File: config.mk
export PLATFORM = sky130hd
export DESIGN_NAME = sm_addsub
export DESIGN_NICKNAME = d
export VERILOG_FILES = /design/src/rtl/sm_pkg.sv /design/src/rtl/sm_mag_add.sv /design/src/rtl/sm_mag_cmp.sv /design/src/rtl/sm_addsub.sv
export SDC_FILE = /design/constraint.sdc
export NUM_CORES = 1
export LEC_CHECK = 0
export ABC_AREA = 1
export BUFFER_PORTS_ARGS = -buffer_cell sky130_fd_sc_hd__buf_2
export CAP_MARGIN = 25
export CELL_PAD_IN_SITES_DETAIL_PLACEMENT = 0
export CELL_PAD_IN_SITES_GLOBAL_PLACEMENT = 2
export CORE_MARGIN = 4
export CORE_UTILIZATION = 29
export DETAILED_ROUTE_END_ITERATION = 10
export HOLD_SLACK_MARGIN = 0.1
export PLACE_DENSITY = 0.81
export SYNTH_ARGS = -nofsm -noshare
export SYNTH_HDL_FRONTEND = slang
export SYNTH_SLANG_ARGS = --single-unit
File: constraint.sdc
create_clock -name clk -period 0.8 [get_ports clk]
set_input_delay 0.16 -clock clk [delete_from_list [all_inputs] [get_ports clk]]
set_output_delay 0.16 -clock clk [all_outputs]
set_load 0.005 [all_outputs]
File: src/rtl/sm_pkg.sv
package sm_pkg;

    typedef enum logic {
        SMOP_ADD = 1'b0,
        SMOP_SUB = 1'b1
    } sm_op_e;

endpackage

File: src/rtl/sm_mag_add.sv
module sm_mag_add #(
    parameter int W = 4
) (
    input  logic [W-1:0] x,
    input  logic [W-1:0] y,
    output logic [W-1:0] sum,
    output logic         carry
);
    logic [W:0] wide;

    always_comb begin
        wide  = {1'b0, x} + {1'b0, y};
        sum   = wide[W-1:0];
        carry = wide[W];
    end
endmodule

File: src/rtl/sm_mag_cmp.sv
module sm_mag_cmp #(
    parameter int W = 4
) (
    input  logic [W-1:0] x,
    input  logic [W-1:0] y,
    output logic [W-1:0] d_xy,
    output logic [W-1:0] d_yx,
    output logic         x_lt_y
);
    logic [W:0] wide;

    always_comb begin
        wide   = {1'b0, x} - {1'b0, y};
        x_lt_y = wide[W];
        d_xy   = wide[W-1:0];
        d_yx   = (~wide[W-1:0]) + W'(1);
    end
endmodule

File: src/rtl/sm_addsub.sv
module sm_addsub #(
    parameter int N       = 8,
    parameter bit REG_OUT = 1'b1
) (
    input  logic         clk,
    input  logic         rst_n,
    input  logic [N-1:0] op_a,
    input  logic [N-1:0] op_b,
    input  logic         op_sel,
    output logic [N-1:0] res,
    output logic         ovf
);
    import sm_pkg::*;

    localparam int W = N - 1;

    typedef struct packed {
        logic         sign;
        logic [W-1:0] mag;
        logic         ovf;
    } sm_out_t;

    logic         sgn_a;
    logic         sgn_b_eff;
    logic [W-1:0] mag_a;
    logic [W-1:0] mag_b;
    logic [W-1:0] sum_mag;
    logic         sum_carry;
    logic [W-1:0] diff_ab;
    logic [W-1:0] diff_ba;
    logic         a_lt_b;
    sm_out_t      out_d;
    sm_out_t      out_q;

    always_comb begin
        sgn_a     = op_a[N-1];
        sgn_b_eff = op_b[N-1] ^ (sm_op_e'(op_sel) == SMOP_SUB);
        mag_a     = op_a[W-1:0];
        mag_b     = op_b[W-1:0];
    end

    sm_mag_add #(.W(W)) u_add (
        .x     (mag_a),
        .y     (mag_b),
        .sum   (sum_mag),
        .carry (sum_carry)
    );

    sm_mag_cmp #(.W(W)) u_cmp (
        .x      (mag_a),
        .y      (mag_b),
        .d_xy   (diff_ab),
        .d_yx   (diff_ba),
        .x_lt_y (a_lt_b)
    );

    always_comb begin
        out_d = '0;
        if (sgn_a == sgn_b_eff) begin
            out_d.mag  = sum_mag;
            out_d.sign = sgn_a;
            out_d.ovf  = sum_carry;
        end else if (a_lt_b) begin
            out_d.mag  = diff_ba;
            out_d.sign = sgn_b_eff;
        end else begin
            out_d.mag  = diff_ab;
            out_d.sign = sgn_a;
        end
        if (out_d.mag == '0) begin
            out_d.sign = 1'b0;
        end
    end

    generate
        if (REG_OUT) begin : g_reg
            always_ff @(posedge clk or negedge rst_n) begin
                if (!rst_n) begin
                    out_q <= '0;
                end else begin
                    out_q <= out_d;
                end
            end
        end else begin : g_comb
            always_comb begin
                out_q = out_d;
            end
        end
    endgenerate

    always_comb begin
        res = {out_q.sign, out_q.mag};
        ovf = out_q.ovf;
    end
endmodule

==> impl_metrics.toml, run 1 <==
[cells_and_area]
n_antenna_cell = 0
fillers = 444
instances_no_fill = 317
syn_to_final_growth_pct = 60.9
layout-drive-gt1-share_pct = 50.2
fin_util_pct = 50.1
nets = 304

[timing]
finalSetupViolations = 17
tightest_slew_ps = 210
fin_ws_ps = -1030
rsz0062_at_grt = "yes"
slew_viol_final = 0
hold_viol_final = 0
fmax_ghz = 0.546
timing.final.crit_period_ps = 1830
fin_crit_sh_pct = 229
slew_headroom_pct = 85.9

[yosys]
synth_top_cells_by_area = "dfrtp_1 (17%), ha_1 (15%), nand2_1 (14%)"
synth_seq_area_share_pct = 17.5
async_reset_ff_share_pct = 100
yosysTopAreaCell = "dfrtp_1"
synth_area_per_cell_um2 = 6.72
syn-num-nets = 228
synth_commonest_cells = "nand2_1 (49), inv_1 (33), nand3_1 (27), ha_1 (15)"
synth_ff_type = "dfrtp_1"
synth_edf_count = 0
yosys_warnings = 0
synth.most_common_cell = "nand2_1"
synth_top_area_share_pct = 17.5
ys_seq_elements = 9
synth_cell_type_count = 27
synth_area_um2 = 1290
syn_inst = 192

[clock_network]
cts.reportedPaths.clkPinSlew_ps = 40
numCtsBuffers = 3
cts_tree = "done"
h-tree-depth = 1
cts.path.max_buffers = 2
root_buffer = "clkbuf_8"
cts.sinks = 9

[grt]
grt_pass1_wl_mm = 5.53
antenna_found_initial = 0
grt_max_degree = 10
first_global_vias = 1369
grt_overflow = 0
grt.total_usage_pct = 12.7

[critical_path]
path_cells = "buf_8 -> inv_8 -> ha_4 -> fa_2 -> ha_4 -> buf_4 -> nand3_1 -> nand2_1 -> nand3_2 -> nand3_2 -> nand2_2 -> nand3_1 -> nor2_1 -> nand3_2 -> nor2_2 -> nor2_1"
required_ps = 910
cp_slowest_cell = "fa_2"
path_class = "input pin to register"
slowest_delay_ps = 470
cpMostUsedCell = "nand3_2"
worst_ep_arrival_time_ps = 1940
cp-start-kind = "input pin"
endpoint_kind = "register"
crit_path_max_fanout = 2

[drt]
routed_via_density = 4.34
drc = 0
drt_iter0_markers = 21
ant_nets = 0
drt-total-wl_mm = 3.23
drt-pass1-iter-count = 4
vias = 1376
post_drt_wl_per_cell_um = 10.2

[floorplanning]
initial_core_util_pct = 31.1
die_y_um = 74.7
die_x_um = 74.7
die-area_um2 = 5580
pin_count = 28
rows = 23
core_region_area_um2 = 4140

[place]
hpwl_mm = 2.75
dp_cells = 306
place_congestion = 0.820
io_buffers = 27

[power]
ir_drop_uv = 428
power_mw = 2.75
powerDensity_nw_per_um2 = 1320
leakagePower_nw = 1.12

[job]
cap_violations = 0

[run_status]
outcome = "complete, but fails checks"
violations = "setup timing"

[hold_path]
hold_path.class = "input pin to asynchronous set/reset pin"
[what timing repair did]
action | CTS | global route
hold endpoints to repair | 9 | 0
buffers inserted | 6 | 1
hold buffers | 1 | 0
pin swaps | 23 | 22
setup endpoints to repair | 17 | 17
gates resized for setup | 22 | 18
[cell usage in the layout, fill, tap and decap left out, drive strengths merged]
master       count
a21oi            9
buf             72
clkbuf           4
dfrtp            9
dlygate4sd3      1
fa               2
ha              15
inv             37
nand2           62
nand2b           1
nand3           30
nand3b           1
nand4            5
nor2            10
o21ai            5
or2              1
xnor2            1
xor2             2
[metal layers]
metal  up-vias  GRT usage, %  wire, um
met5         -             0         0
met4         0          4.74        43
met3         3         0.801        97
met2        20          22.1      1580
met1       600          16.4      1510
li1        753             -         -
[flip-flops by register name, indices dropped and copies added (netlist names)]
name,flops
ovf,1
res,8
[cells by family after synthesis]
family	count (synthesis)	synth area share [%]
fa+ha+maj	17	17.7
simple gates	110	43.0
flops	9	17.5
xor+xnor	3	2.04
buf+inv	39	12.7
compound gates	14	7.18
[area by class of cell]
type	count	area [um^2]	share of cell area [%]
Multi-Input combinational cell	144	1050	50.5
Timing Repair Buffer	73	534	25.7
Sequential cell	9	225	10.8
Inverter	37	161	7.78
Tap cell	50	62.6	3.01
Clock buffer	4	45.0	2.17
[how the worst max path moves through the flow]
stage,from,endpoint,slack [ps],depth (start not counted)
after floorplan,op_a[0],res[7],-1090,15
after global placement,op_a[0],res[7],-1360,16
after detailed placement,op_a[0],res[7],-1370,16
after CTS,op_a[0],res[7],-980,16
after global routing,op_a[0],res[7],-1180,16
final,op_a[0],res[7],-1030,16
[power breakdown]
part | switching [mW] | internal (mW)
Clock | 0.169 | 0.346
Sequential | 0.0164 | 0.549
Combinational | 0.836 | 0.832
Total | 1.02 | 1.73
[worst max-delay path, delay by kind of cell]
kind	cells	cell delay, ps
and+or+nand+nor	10	740
buffers and inverters	3	240
adders and majority gates	3	800
[through the flow]
| stage | setup WS, ps | instance area [um^2] | hold slack, ps | setup TNS, ps |
|---|---|---|---|---|
| after global placement | -1360 | 1820 | 8.82 | -8820 |
| final | -1030 | 2080 | 301 | -6760 |
| after global routing | -1180 | 2080 | 335 | -7900 |
| after floorplan | -1090 | 1350 | -136 | -6040 |
| after detailed placement | -1370 | 1820 | 10.5 | -8940 |
| after CTS | -983 | 1990 | 298 | -6680 |
Power figures use the tool's default switching activity.
==> run 2, diff against run 1 <==
- CORE_UTILIZATION: 29 -> 31
- PLACE_DENSITY: 0.81 -> 0.86
- clock period: 0.8 -> 2.17 ns (I/O delays scaled with it)
==> impl_metrics.toml, run 2 (synthesis gave the netlist of run 1 again) <==
[run_status]
outcome = "finished clean"

[critical_path]
path_cells = "buf_8 -> inv_8 -> ha_4 -> fa_1 -> ha_2 -> inv_2 -> nand3_1 -> nand2_1 -> nand3_2 -> nand3_2 -> nand2_2 -> nand3_1 -> nor2_1 -> nand3_1 -> nor2_1 -> nor2_1"
cp-start-kind = "input pin"
cp.buffers_inverters = 3
cpLargestDelayFamily = "adder cells"
worst_ep_arrival_time_ps = 2220
path_class = "input pin to register"
slowest_delay_ps = 540
required_ps = 2280
crit_path_max_fanout = 2
crit_start = "op_a[0]"
endpoint_kind = "register"
cp_slowest_cell = "fa_1"

[hold_path]
hp-start = "op_b[0]"
holdPathEnd = "res[0]"
hold_path.class = "input pin to register"
min_path_cells = 3

[power]
p_comb_share_pct = 56.5
power_mw = 0.917
powerDensity_nw_per_um2 = 509
ir_drop_uv = 145
clock_power_share_pct = 20.7
seqPwrFrac_pct = 22.8
internal_power_mw = 0.572
switchingPower_mw = 0.345
power_switching_share_pct = 37.6
leakagePower_nw = 1.02

[drt]
ant_nets = 0
drt-total-wl_mm = 3.03
vias = 1311
drt_iter0_markers = 26
drt-pass1-iter-count = 4
routed_via_density = 4.38
drc = 0
post_drt_wl_per_cell_um = 10.1

[timing]
setup_tns_ps = 0
fin_crit_sh_pct = 97.4
tightest_slew_ps = 240
slew_headroom_pct = 84.0
timing.final.crit_period_ps = 2110
fmax_ghz = 0.473
hold_viol_final = 0
slew_viol_final = 0
finalSetupViolations = 0
rsz0062_at_grt = "yes"

[floorplanning]
die-area_um2 = 5260
core_region_area_um2 = 4000
initial_core_util_pct = 32.2
pin_count = 28
die_y_um = 72.5
die_x_um = 72.5
rows = 23

[grt]
first_global_vias = 1313
grt_pass1_wl_mm = 5.49
grt_max_degree = 10
antenna_found_initial = 0
grt_overflow = 0
grt.total_usage_pct = 12.9

[clock_network]
h-tree-depth = 1
cts_tree = "done"
root_buffer = "clkbuf_8"
numCtsBuffers = 3
cts.reportedPaths.clkPinSlew_ps = 40
cts.sinks = 9
cts.path.max_buffers = 2

[cells_and_area]
final_cell_mix = "nand2_1 (48), inv_1 (30), buf_4 (26), buf_2 (25), nand3_1 (24)"
n_antenna_cell = 0
instances_no_fill = 299
layout-drive-gt1-share_pct = 37.8
largest_reg_flops = 8
nets = 286
postLayoutCellArea_um2 = 1800
final_common_cell = "nand2_1"
fillers = 433
syn_to_final_growth_pct = 39.7

[place]
place_congestion = 0.738
place_area_um2 = 1690
io_buffers = 27
hpwl_mm = 2.72
dp_cells = 292

[job]
cap_violations = 0
run 2: cell type report:
cell class,count,area (um^2),share of cell area (%)
flip-flops and latches,9,225,12.5
well taps,50,62.6,3.47
repair buffers,55,377,20.9
clock buffers,4,45.0,2.50
multi-input cells,144,943,52.4
inverters,37,149,8.26
run 2: worst max path at each step:
stage / end / slack, ps / cells past startpoint
after detailed placement: res[7] / -320 / 16
after global routing: res[7] / -50 / 16
after floorplan: res[7] / -20 / 15
after global placement: res[7] / -270 / 16
after CTS: res[7] / 0.5 / 16
final: res[7] / 60 / 16
run 2: repair_timing:
item                                    CTS  global route
endpoints found under the hold margin     9             0
endpoints found under the setup margin    1             2
hold buffers                              1             0
pin swaps                                11             6
buffers inserted                          2             0
gates resized for setup                   5             7
run 2: stage by stage:
step / hold WS [ps] / utilization [%] / setup slack [ps]
after floorplan: 138 / - / -19.0
after global placement: 283 / 42.2 / -269
after detailed placement: 290 / 42.2 / -322
after CTS: 511 / 44.4 / 0.467
after global routing: 525 / 45.0 / -54.5
final: 512 / 45.0 / 57.1
run 2: layer usage:
| metal | routed length [um] | global-route usage, % | up-vias | part of all wire [%] |
|---|---|---|---|---|
| li1 | - | - | 719 | - |
| met1 | 1430 | 16.4 | 568 | 47 |
| met2 | 1470 | 22.4 | 20 | 49 |
| met3 | 88 | 1.25 | 4 | 2.9 |
| met4 | 38 | 4.92 | 0 | 1.3 |
| met5 | 0 | 0 | - | 0 |
run 2: power groups by stage:
stage          Combinational (mW)  Sequential [mW]  Clock (mW)
2_1_floorplan               0.292            0.219           0
3_3_place_gp                0.491            0.210           0
3_5_place_dp                0.494            0.212           0
4_1_cts                     0.514            0.209       0.197
5_1_grt                     0.587            0.211       0.206
6_report                    0.518            0.209       0.190
run 2: worst min-delay path, cell delays in order:
cell and delay (ps):
buf_6 80, ha_4 130, inv_1 50
